### src/rtl/hb_pkg.sv
package hb_pkg;
  localparam int G_HS1 = 3;
  localparam int G_LS1 = 2;
  localparam int G_HS2 = 1;
  localparam int G_LS2 = 0;

  localparam int F_OC  = 0;
  localparam int F_OT  = 1;
  localparam int F_UV  = 2;

  typedef enum logic [1:0] {
    OC_RUN   = 2'd0,
    OC_WAIT  = 2'd1,
    OC_PROBE = 2'd2
  } oc_state_e;
endpackage

### src/rtl/hb_pulse_filter.sv
module hb_pulse_filter #(
  parameter int MIN_PW = 50
) (
  input  logic clk_i,
  input  logic rst_ni,
  input  logic raw_i,
  output logic filt_o
);
  localparam int CW = (MIN_PW > 2) ? $clog2(MIN_PW) : 1;
  localparam logic [CW-1:0] LAST = CW'(MIN_PW - 1);

  logic [CW-1:0] cnt_q;
  logic          filt_q;

  // output follows raw only after MIN_PW consecutive differing samples
  always_ff @(posedge clk_i or negedge rst_ni) begin
    if (!rst_ni) begin
      cnt_q  <= '0;
      filt_q <= 1'b0;
    end else if (raw_i == filt_q) begin
      cnt_q  <= '0;
    end else if (cnt_q == LAST) begin
      cnt_q  <= '0;
      filt_q <= raw_i;
    end else begin
      cnt_q  <= cnt_q + 1'b1;
    end
  end

  assign filt_o = filt_q;
endmodule

### src/rtl/hb_decode.sv
module hb_decode
  import hb_pkg::*;
(
  input  logic       pwm_i,
  input  logic       dir_i,
  input  logic       brake_i,
  output logic [3:0] want_o
);
  always_comb begin
    want_o = '0;
    unique case ({pwm_i, brake_i})
      2'b10: begin
        want_o[G_HS1] = dir_i;
        want_o[G_LS2] = dir_i;
        want_o[G_LS1] = !dir_i;
        want_o[G_HS2] = !dir_i;
      end
      2'b00: begin
        want_o[G_HS1] = 1'b1;
        want_o[G_HS2] = 1'b1;
      end
      2'b11: begin
        want_o[G_HS1] = dir_i;
        want_o[G_HS2] = dir_i;
        want_o[G_LS1] = !dir_i;
        want_o[G_LS2] = !dir_i;
      end
      default: want_o = '0;
    endcase
  end
endmodule

### src/rtl/hb_level_mon.sv
module hb_level_mon #(
  parameter int   W         = 8,
  parameter bit   TRIP_HIGH = 1'b1,
  parameter logic RST_VAL   = 1'b0
) (
  input  logic         clk_i,
  input  logic         rst_ni,
  input  logic [W-1:0] code_i,
  input  logic [W-1:0] thr_i,
  input  logic [W-1:0] hyst_i,
  output logic         trip_o
);
  logic         trip_q;
  logic         set_c;
  logic         clr_c;
  logic [W:0]   code_x;
  logic [W:0]   thr_x;
  logic [W:0]   hyst_x;

  assign code_x = {1'b0, code_i};
  assign thr_x  = {1'b0, thr_i};
  assign hyst_x = {1'b0, hyst_i};

  generate
    if (TRIP_HIGH) begin : g_over
      assign set_c = code_x >= thr_x;
      assign clr_c = (code_x + hyst_x) < thr_x;
    end else begin : g_under
      assign set_c = code_x < thr_x;
      assign clr_c = code_x >= (thr_x + hyst_x);
    end
  endgenerate

  always_ff @(posedge clk_i or negedge rst_ni) begin
    if (!rst_ni)     trip_q <= RST_VAL;
    else if (set_c)  trip_q <= 1'b1;
    else if (clr_c)  trip_q <= 1'b0;
  end

  assign trip_o = trip_q;
endmodule

### src/rtl/hb_oc_retry.sv
module hb_oc_retry
  import hb_pkg::*;
#(
  parameter int RT_W = 16
) (
  input  logic            clk_i,
  input  logic            rst_ni,
  input  logic            oc_i,
  input  logic [RT_W-1:0] cfg_retry_i,
  output logic            allow_o,
  output logic            fault_o
);
  oc_state_e       state_q;
  logic [RT_W-1:0] tmr_q;
  logic            fault_q;
  logic [RT_W:0]   tmr_nxt;

  assign tmr_nxt = {1'b0, tmr_q} + 1'b1;

  always_ff @(posedge clk_i or negedge rst_ni) begin
    if (!rst_ni) begin
      state_q <= OC_RUN;
      tmr_q   <= '0;
      fault_q <= 1'b0;
    end else begin
      unique case (state_q)
        OC_RUN: if (oc_i) begin
          state_q <= OC_WAIT;
          tmr_q   <= '0;
          fault_q <= 1'b1;
        end
        OC_WAIT: begin
          if (tmr_nxt >= {1'b0, cfg_retry_i}) state_q <= OC_PROBE;
          else                                tmr_q   <= tmr_nxt[RT_W-1:0];
        end
        OC_PROBE: begin
          if (oc_i) begin
            state_q <= OC_WAIT;
            tmr_q   <= '0;
          end else begin
            state_q <= OC_RUN;
            fault_q <= 1'b0;
          end
        end
        default: state_q <= OC_RUN;
      endcase
    end
  end

  assign allow_o = (state_q != OC_WAIT);
  assign fault_o = fault_q;
endmodule

### src/rtl/hb_deadtime.sv
module hb_deadtime #(
  parameter int DT_W = 8
) (
  input  logic            clk_i,
  input  logic            rst_ni,
  input  logic [3:0]      target_i,
  input  logic [DT_W-1:0] cfg_dead_i,
  output logic [3:0]      gate_o
);
  logic [3:0]      gate_q;
  logic [3:0]      off_m;
  logic [3:0]      on_m;
  logic [DT_W-1:0] cnt_q;

  assign off_m = gate_q & ~target_i;
  assign on_m  = target_i & ~gate_q;

  // releases first; turn-ons wait for the dead count with nothing left to release
  always_ff @(posedge clk_i or negedge rst_ni) begin
    if (!rst_ni) begin
      gate_q <= '0;
      cnt_q  <= '0;
    end else if (|off_m) begin
      gate_q <= gate_q & target_i;
      cnt_q  <= '0;
    end else if (|on_m) begin
      if (cnt_q >= cfg_dead_i) begin
        gate_q <= target_i;
        cnt_q  <= '0;
      end else begin
        cnt_q  <= cnt_q + 1'b1;
      end
    end else begin
      cnt_q <= '0;
    end
  end

  assign gate_o = gate_q;
endmodule

### src/rtl/hbridge_ctrl.sv
module hbridge_ctrl
  import hb_pkg::*;
#(
  parameter int MIN_PW = 50,
  parameter int TEMP_W = 8,
  parameter int VS_W   = 8,
  parameter int DT_W   = 8,
  parameter int RT_W   = 16
) (
  input  logic              clk_i,
  input  logic              rst_ni,
  input  logic              pwm_i,
  input  logic              dir_i,
  input  logic              brake_i,
  input  logic [TEMP_W-1:0] temp_i,
  input  logic [VS_W-1:0]   vsup_i,
  input  logic              oc_i,
  input  logic [DT_W-1:0]   cfg_dead_i,
  input  logic [RT_W-1:0]   cfg_retry_i,
  input  logic [TEMP_W-1:0] cfg_t_warn_i,
  input  logic [TEMP_W-1:0] cfg_t_shdn_i,
  input  logic [TEMP_W-1:0] cfg_t_hyst_i,
  input  logic [VS_W-1:0]   cfg_uv_on_i,
  input  logic [VS_W-1:0]   cfg_uv_hyst_i,
  output logic [3:0]        gate_o,
  output logic              therm_warn_no,
  output logic [2:0]        fault_o
);
  localparam int NCMD = 3;

  logic [NCMD-1:0] cmd_raw;
  logic [NCMD-1:0] cmd_f;
  logic [3:0]      want;
  logic [3:0]      target;
  logic            warn;
  logic            ot;
  logic            uv;
  logic            oc_allow;
  logic            oc_fault;
  logic            enable;

  assign cmd_raw = {brake_i, dir_i, pwm_i};

  generate
    for (genvar i = 0; i < NCMD; i++) begin : g_filt
      hb_pulse_filter #(.MIN_PW(MIN_PW)) u_filt (
        .clk_i (clk_i),
        .rst_ni(rst_ni),
        .raw_i (cmd_raw[i]),
        .filt_o(cmd_f[i])
      );
    end
  endgenerate

  hb_decode u_dec (
    .pwm_i  (cmd_f[0]),
    .dir_i  (cmd_f[1]),
    .brake_i(cmd_f[2]),
    .want_o (want)
  );

  hb_level_mon #(.W(TEMP_W), .TRIP_HIGH(1'b1), .RST_VAL(1'b0)) u_warn (
    .clk_i (clk_i),
    .rst_ni(rst_ni),
    .code_i(temp_i),
    .thr_i (cfg_t_warn_i),
    .hyst_i(cfg_t_hyst_i),
    .trip_o(warn)
  );

  hb_level_mon #(.W(TEMP_W), .TRIP_HIGH(1'b1), .RST_VAL(1'b0)) u_ot (
    .clk_i (clk_i),
    .rst_ni(rst_ni),
    .code_i(temp_i),
    .thr_i (cfg_t_shdn_i),
    .hyst_i(cfg_t_hyst_i),
    .trip_o(ot)
  );

  // locked out from reset until the supply is seen good
  hb_level_mon #(.W(VS_W), .TRIP_HIGH(1'b0), .RST_VAL(1'b1)) u_uv (
    .clk_i (clk_i),
    .rst_ni(rst_ni),
    .code_i(vsup_i),
    .thr_i (cfg_uv_on_i),
    .hyst_i(cfg_uv_hyst_i),
    .trip_o(uv)
  );

  hb_oc_retry #(.RT_W(RT_W)) u_oc (
    .clk_i      (clk_i),
    .rst_ni     (rst_ni),
    .oc_i       (oc_i),
    .cfg_retry_i(cfg_retry_i),
    .allow_o    (oc_allow),
    .fault_o    (oc_fault)
  );

  assign enable = oc_allow && !ot && !uv;
  assign target = enable ? want : 4'b0000;

  hb_deadtime #(.DT_W(DT_W)) u_dt (
    .clk_i     (clk_i),
    .rst_ni    (rst_ni),
    .target_i  (target),
    .cfg_dead_i(cfg_dead_i),
    .gate_o    (gate_o)
  );

  assign therm_warn_no = !warn;
  always_comb begin
    fault_o       = '0;
    fault_o[F_OC] = oc_fault;
    fault_o[F_OT] = ot;
    fault_o[F_UV] = uv;
  end
endmodule

### config.mk
export PLATFORM = sky130hd
export DESIGN_NAME = hbridge_ctrl
export DESIGN_NICKNAME = d
export VERILOG_FILES = /design/src/rtl/hb_pkg.sv /design/src/rtl/hb_pulse_filter.sv /design/src/rtl/hb_decode.sv /design/src/rtl/hb_level_mon.sv /design/src/rtl/hb_oc_retry.sv /design/src/rtl/hb_deadtime.sv /design/src/rtl/hbridge_ctrl.sv
export SDC_FILE = /design/constraint.sdc
export NUM_CORES = 1
export LEC_CHECK = 0
export BUFFER_PORTS_ARGS = -buffer_cell sky130_fd_sc_hd__buf_2
export CORE_MARGIN = 1.5
export CORE_UTILIZATION = 46
export CTS_CLUSTER_SIZE = 40
export DETAILED_ROUTE_END_ITERATION = 12
export GPL_TIMING_DRIVEN = 0
export PLACE_DENSITY = 0.68
export SKIP_CTS_REPAIR_TIMING = 1
export SLEW_MARGIN = 0
export SYNTH_ARGS = -nofsm -noshare
export SYNTH_HDL_FRONTEND = slang
export SYNTH_HIERARCHICAL = 1
export SYNTH_SLANG_ARGS = --single-unit
### constraint.sdc
create_clock -name clk_i -period 4.1 [get_ports clk_i]
set_clock_uncertainty 0.15 [all_clocks]
set_input_delay 0.205 -clock clk_i [delete_from_list [all_inputs] [get_ports clk_i]]
set_output_delay 0.205 -clock clk_i [all_outputs]
set_load 0.01 [all_outputs]
==> results of run 1 <==
path summary, 6_finish.rpt:
path	endpoint	slack [ns]	depth (start not counted)
setup / recovery	u_oc/tmr_q[4]	0.49	14
hold / removal	g_filt[0].u_filt/filt_o	0.03	2
setup reg to reg	u_oc/tmr_q[4]	0.49	14
hold reg to reg	u_oc/fault_o	0.33	1
max in group asynchronous	u_dt/cnt_q[1]	2.96	2
min in group asynchronous	u_oc/tmr_q[3]	0.35	2
worst max-delay path, cell delays in order, from the launching register on:
cell and delay [ns]:
dfrtp_1 0.47, ha_1 0.29, nand3_4 0.15, nand2b_1 0.21, nor2_1 0.14, xor2_1 0.26, ha_1 0.19, nand3_1 0.12
or2_2 0.32, a311o_1 0.32, o2111ai_1 0.12, or2_1 0.16, buf_6 0.13, buf_12 0.14, mux2_1 0.31
cells by family after synthesis:
family	after synthesis	synth area share
AND/OR/NAND/NOR	190	0.198
AO/OA/AOI/OAI	137	0.168
adder cells (fa/ha/maj)	104	0.235
buffers and inverters	78	0.0584
flip-flops	55	0.245
XOR/XNOR	44	0.0684
multiplexers	13	0.0276
layer usage:
layer	global-route usage	wire length [um]	up-vias
li1	-	-	2411
met1	0.234	5350	2193
met2	0.333	5780	100
met3	0.0329	506	8
met4	0.0433	108	0
met5	0	0	-
metrics by stage:
stage | power, mW | cells
3_3_place_gp | 1.36 | 861
2_1_floorplan | 1.19 | 621
4_1_cts | 1.95 | 869
6_report | 1.93 | 870
3_5_place_dp | 1.40 | 861
5_1_grt | 2.08 | 870
area by class of cell:
type | count | area (sq um) | area share
multi-input cells | 488 | 3920 | 0.605
flip-flops and latches | 55 | 1380 | 0.212
repair buffers | 94 | 478 | 0.0737
inverters | 69 | 259 | 0.0399
well taps | 147 | 184 | 0.0284
clock buffers | 5 | 125 | 0.0193
plain buffers | 9 | 70.1 | 0.0108
clock inverters | 3 | 67.6 | 0.0104
state kept, by name, indices dropped and copies added (netlist names):
name	flops
g_filt.u_filt/cnt_q	18
g_filt.u_filt/filt_o	3
u_dt/cnt_q	8
u_dt/gate_o	4
u_oc/fault_o	1
u_oc/state_q	2
u_oc/tmr_q	16
u_ot/trip_o	1
u_uv/trip_o	1
u_warn/trip_o	1
power by group through the flow:
stage	Sequential (mW)	Clock (mW)	Combinational, mW
floorplan	0.652	0	0.533
global placement	0.668	0	0.691
detailed placement	0.674	0	0.723
CTS	0.664	0.562	0.729
global route	0.673	0.584	0.826
finish	0.663	0.542	0.724
cell usage after synthesis (all sizes together), types with 2 or more instances:
master	number	area, sq um
a2111oi	5	62.6
a211o	5	52.6
a211oi	17	143
a21o	7	52.6
a21oi	33	176
a31o	4	35.0
a31oi	3	18.8
and2	10	62.6
and3	6	42.5
and4bb	4	50.1
buf	6	58.8
clkbuf	3	11.3
dfrtp	54	1350
fa	3	60.1
ha	101	1260
inv	69	259
mux2	11	135
mux2i	2	20.0
nand2	42	165
nand2b	13	81.3
nand3	21	133
nand4	9	56.3
nand4bb	3	33.8
nor2	38	148
nor2b	15	124
nor3	11	95.1
nor3b	3	22.5
nor4	3	18.8
o2111ai	2	23.8
o21a	6	45.0
o21ai	34	170
o21bai	7	52.6
o22ai	2	12.5
o31a	3	26.3
o31ai	3	22.5
or2	4	25.0
or3	4	25.0
xnor2	24	210
xor2	20	175
==> impl_metrics.toml, run 1 <==
[layout]
syn_to_final_growth_pct = 15.2
final_cell_mix = "101 x ha_1, 93 x buf_2, 69 x inv_1"
n_antenna_cell = 0
fillers = 1127
drive_gt1_frac = 0.213
post-route-util = 0.542
mostFrequentLayoutCell = "ha_1"
final_area_sq_mm = 0.00648
nNetsFinal = 912

[critical_path]
path_class = "register to register"
crit_path_start_kind = "register"
rr_startpoint = "u_oc/tmr_q[0]"
cp.arrival_ns = 3.64
crit_path_start = "u_oc/tmr_q[0]"
cp.required_ns = 4.13
crit_fanout = 10
end_kind = "register"

[timing]
period_minus_slack_ns = 3.61
finalCritPeriodShare = 0.881
drv_slew = 0
slew_headroom = 0.524
rsz0062_at_grt = "false"
hold-worst-slack_ns = 0.0320
tightest_slew_ns = 0.713
finalWorstSetupSlack_ns = 0.490
finalHoldViolCount = 0
finalSetupViolCount = 0
timing.fmax_mhz = 277
tns_ns = 0

[global_route]
gr-usage-all-layers = 0.186
antenna_found_initial = 0
grt-ovfl-total = 0
grt_pass1_vias = 4603
grt_pass1_wl_mm = 20.0
grt_max_degree = 56

[routing]
firstDrtPassIters = 4
drt_iter0_drc = 136
drcViolationCount = 0
wl_mm = 11.7
vias = 4712
routedWlPerCell_um = 13.5
antenna_left = 0
vias_per_cell = 5.42

[placement]
place.gp.congestion = 0.831
post-place-ws_ns = 0.479
hpwl_mm = 9.81
io_buffers = 93
placed_area_sq_mm = 0.00628

[floorplan]
rows = 40
core_area_sq_mm = 0.0120
initial_core_util = 0.471
ioPinCount = 94
die_x_um = 114
die_y_um = 114
dieArea_sq_mm = 0.0129

[power_and_ir_drop]
p_int_mw = 1.30
seqPwrFrac = 0.344
swShare = 0.328
power_leakage_nw = 3.26
pwr-share-comb = 0.375
power_switching_uw = 634
peakVddDrop_uv = 161
p_per_area_mw_per_mm2 = 297
p_clk_frac = 0.281

[status]
status = "completed"

[yosys]
syn_inst = 621
ys_types = 69
async_reset_ff_frac = 1.00
ys_seq_area_frac = 0.245
syn_nets = 811
synth_ff_type = "dfrtp_1"
ys_warn_count = 6
syn-cell-area_sq_mm = 0.00563
synth.avg_cell_area_sq_um = 9.07
ys_ff_latch = 55
synth_edf_count = 0

[hold_path]
min-delay-start = "pwm_i"
hp-class = "input pin to register"

[clock_tree]
clock-root-buffer = "clkbuf_16"
cts_sinks = 55
clock_path_buffers = 2
cts_max_level = 2
clkTransAtPathRegs_ns = 0.07
worstSkewPairLatency_ns = 0.29
cts_tree = "done"
cts_inserted_buffers = 5

[run]
max_cap_violations = 0
No activity file was read; power rests on OpenSTA's default activity.
==> run 2, diff against run 1 <==
Settings changed: PLACE_DENSITY 0.68 to 0.67.
==> impl_metrics.toml, run 2 (same netlist as run 1, synthesis figures left out) <==
[critical_path]
crit_path_start_kind = "register"
crit_fanout = 10
ff2ff_path_depth = 15
ff2ff_setup_slack_ns = 0.43
cp.required_ns = 4.12
cp.arrival_ns = 3.70
path_class = "register to register"
end_kind = "register"

[clock_tree]
cts_tree = "done"
cts_max_level = 2
worstSkewPairLatency_ns = 0.29
clock-root-buffer = "clkbuf_16"
clkTransAtPathRegs_ns = 0.07
cts_inserted_buffers = 5
clock_path_buffers = 2
cts_sinks = 55

[routing]
drcViolationCount = 0
wl_mm = 11.8
antenna_left = 0
vias = 4683
drt_iter0_drc = 97
vias_per_cell = 5.38
firstDrtPassIters = 4
routedWlPerCell_um = 13.5

[layout]
largest_reg_flops = 18
seq_area_sq_mm = 0.00138
top_regs = "g_filt.u_filt/cnt_q (18), u_oc/tmr_q (16), u_dt/cnt_q (8)"
regMostFlops = "g_filt.u_filt/cnt_q"
nNetsFinal = 912
n_antenna_cell = 0
mostFrequentLayoutCell = "ha_1"
final_area_sq_mm = 0.00647
fillers = 1117
drive_gt1_frac = 0.213
multi_input_area_sq_mm = 0.00392
syn_to_final_growth_pct = 14.8
final_cell_mix = "101 x ha_1, 93 x buf_2, 69 x inv_1"

[timing]
hold-worst-slack_ns = 0.0279
tightest_slew_ns = 0.706
rsz0062_at_grt = "false"
timing.fmax_mhz = 272
drv_slew = 0
slew_headroom = 0.529
finalCritPeriodShare = 0.896
finalHoldViolCount = 0
period_minus_slack_ns = 3.67
finalSetupViolCount = 0
tns_ns = 0

[floorplan]
initial_core_util = 0.471
dieArea_sq_mm = 0.0129
rows = 40
core_area_sq_mm = 0.0120
die_y_um = 114
die_x_um = 114
ioPinCount = 94

[power_and_ir_drop]
peakVddDrop_uv = 154
power_leakage_nw = 3.25
p_per_area_mw_per_mm2 = 291

[placement]
place.gp.congestion = 0.808
io_buffers = 93
placed_area_sq_mm = 0.00628
hpwl_mm = 9.76

[global_route]
antenna_found_initial = 0
grt_pass1_vias = 4720
grt-ovfl-total = 0
grt_pass1_wl_mm = 20.3
grt_max_degree = 56
gr-usage-all-layers = 0.188

[status]
status = "completed"

[hold_path]
hp-class = "input pin to register"
holdPathStages = 2

[run]
max_cap_violations = 0
run 2: area by class of cell:
class                   count  area share
plain buffers               9      0.0108
clock buffers               6      0.0215
multi-input cells         488       0.607
inverters                  69      0.0401
clock inverters             2     0.00542
well taps                 147      0.0284
repair buffers             94      0.0739
flip-flops and latches     55       0.213
run 2: worst paths after layout:
| kind | from | end |
|---|---|---|
| setup / recovery | u_oc/tmr_q[6] | u_oc/tmr_q[4] |
| hold / removal | brake_i | g_filt[2].u_filt/filt_o |
| setup reg to reg | u_oc/tmr_q[6] | u_oc/tmr_q[4] |
| hold reg to reg | u_oc/state_q[1] | u_oc/fault_o |
| max in group asynchronous | rst_ni | u_warn/trip_o |
| min in group asynchronous | rst_ni | g_filt[1].u_filt/cnt_q[2] |
run 2: worst max-delay path: stages (launching register included):
cell and delay, ns:
dfrtp_1 0.32, clkbuf_1 0.30, nand3_1 0.18, nor2_1 0.23, nand2b_1 0.12, nor2_1 0.14, xor2_1 0.28, ha_1 0.20
nand3_1 0.12, or2_2 0.32, a311o_1 0.32, o2111ai_1 0.13, or2_1 0.16, buf_6 0.13, buf_12 0.14, mux2_1 0.32
run 2: report_power, final:
part	internal, mW	leakage (nW)	switching [mW]
sequential	0.594	0.729	0.0688
clock	0.304	0.0868	0.187
combinational	0.352	2.44	0.376
run 2: routing by layer:
metal | global-route usage | wire length, um | up-vias
li1 | - | - | 2410
met1 | 0.236 | 5440 | 2176
met2 | 0.339 | 5760 | 87
met3 | 0.0282 | 441 | 10
met4 | 0.0425 | 136 | 0
met5 | 0 | 0 | -
run 2: stage by stage:
| stage | power (mW) | std cells | utilization | setup WS, ns |
|---|---|---|---|---|
| 3_5_place_dp | 1.40 | 861 | 0.525 | 0.447 |
| 3_3_place_gp | 1.36 | 861 | 0.525 | 0.516 |
| 2_1_floorplan | 1.19 | 621 | - | 0.935 |
| 5_1_grt | 2.03 | 870 | 0.541 | 0.194 |
| 4_1_cts | 1.90 | 869 | 0.540 | 0.420 |
| 6_report | 1.88 | 870 | 0.541 | 0.425 |
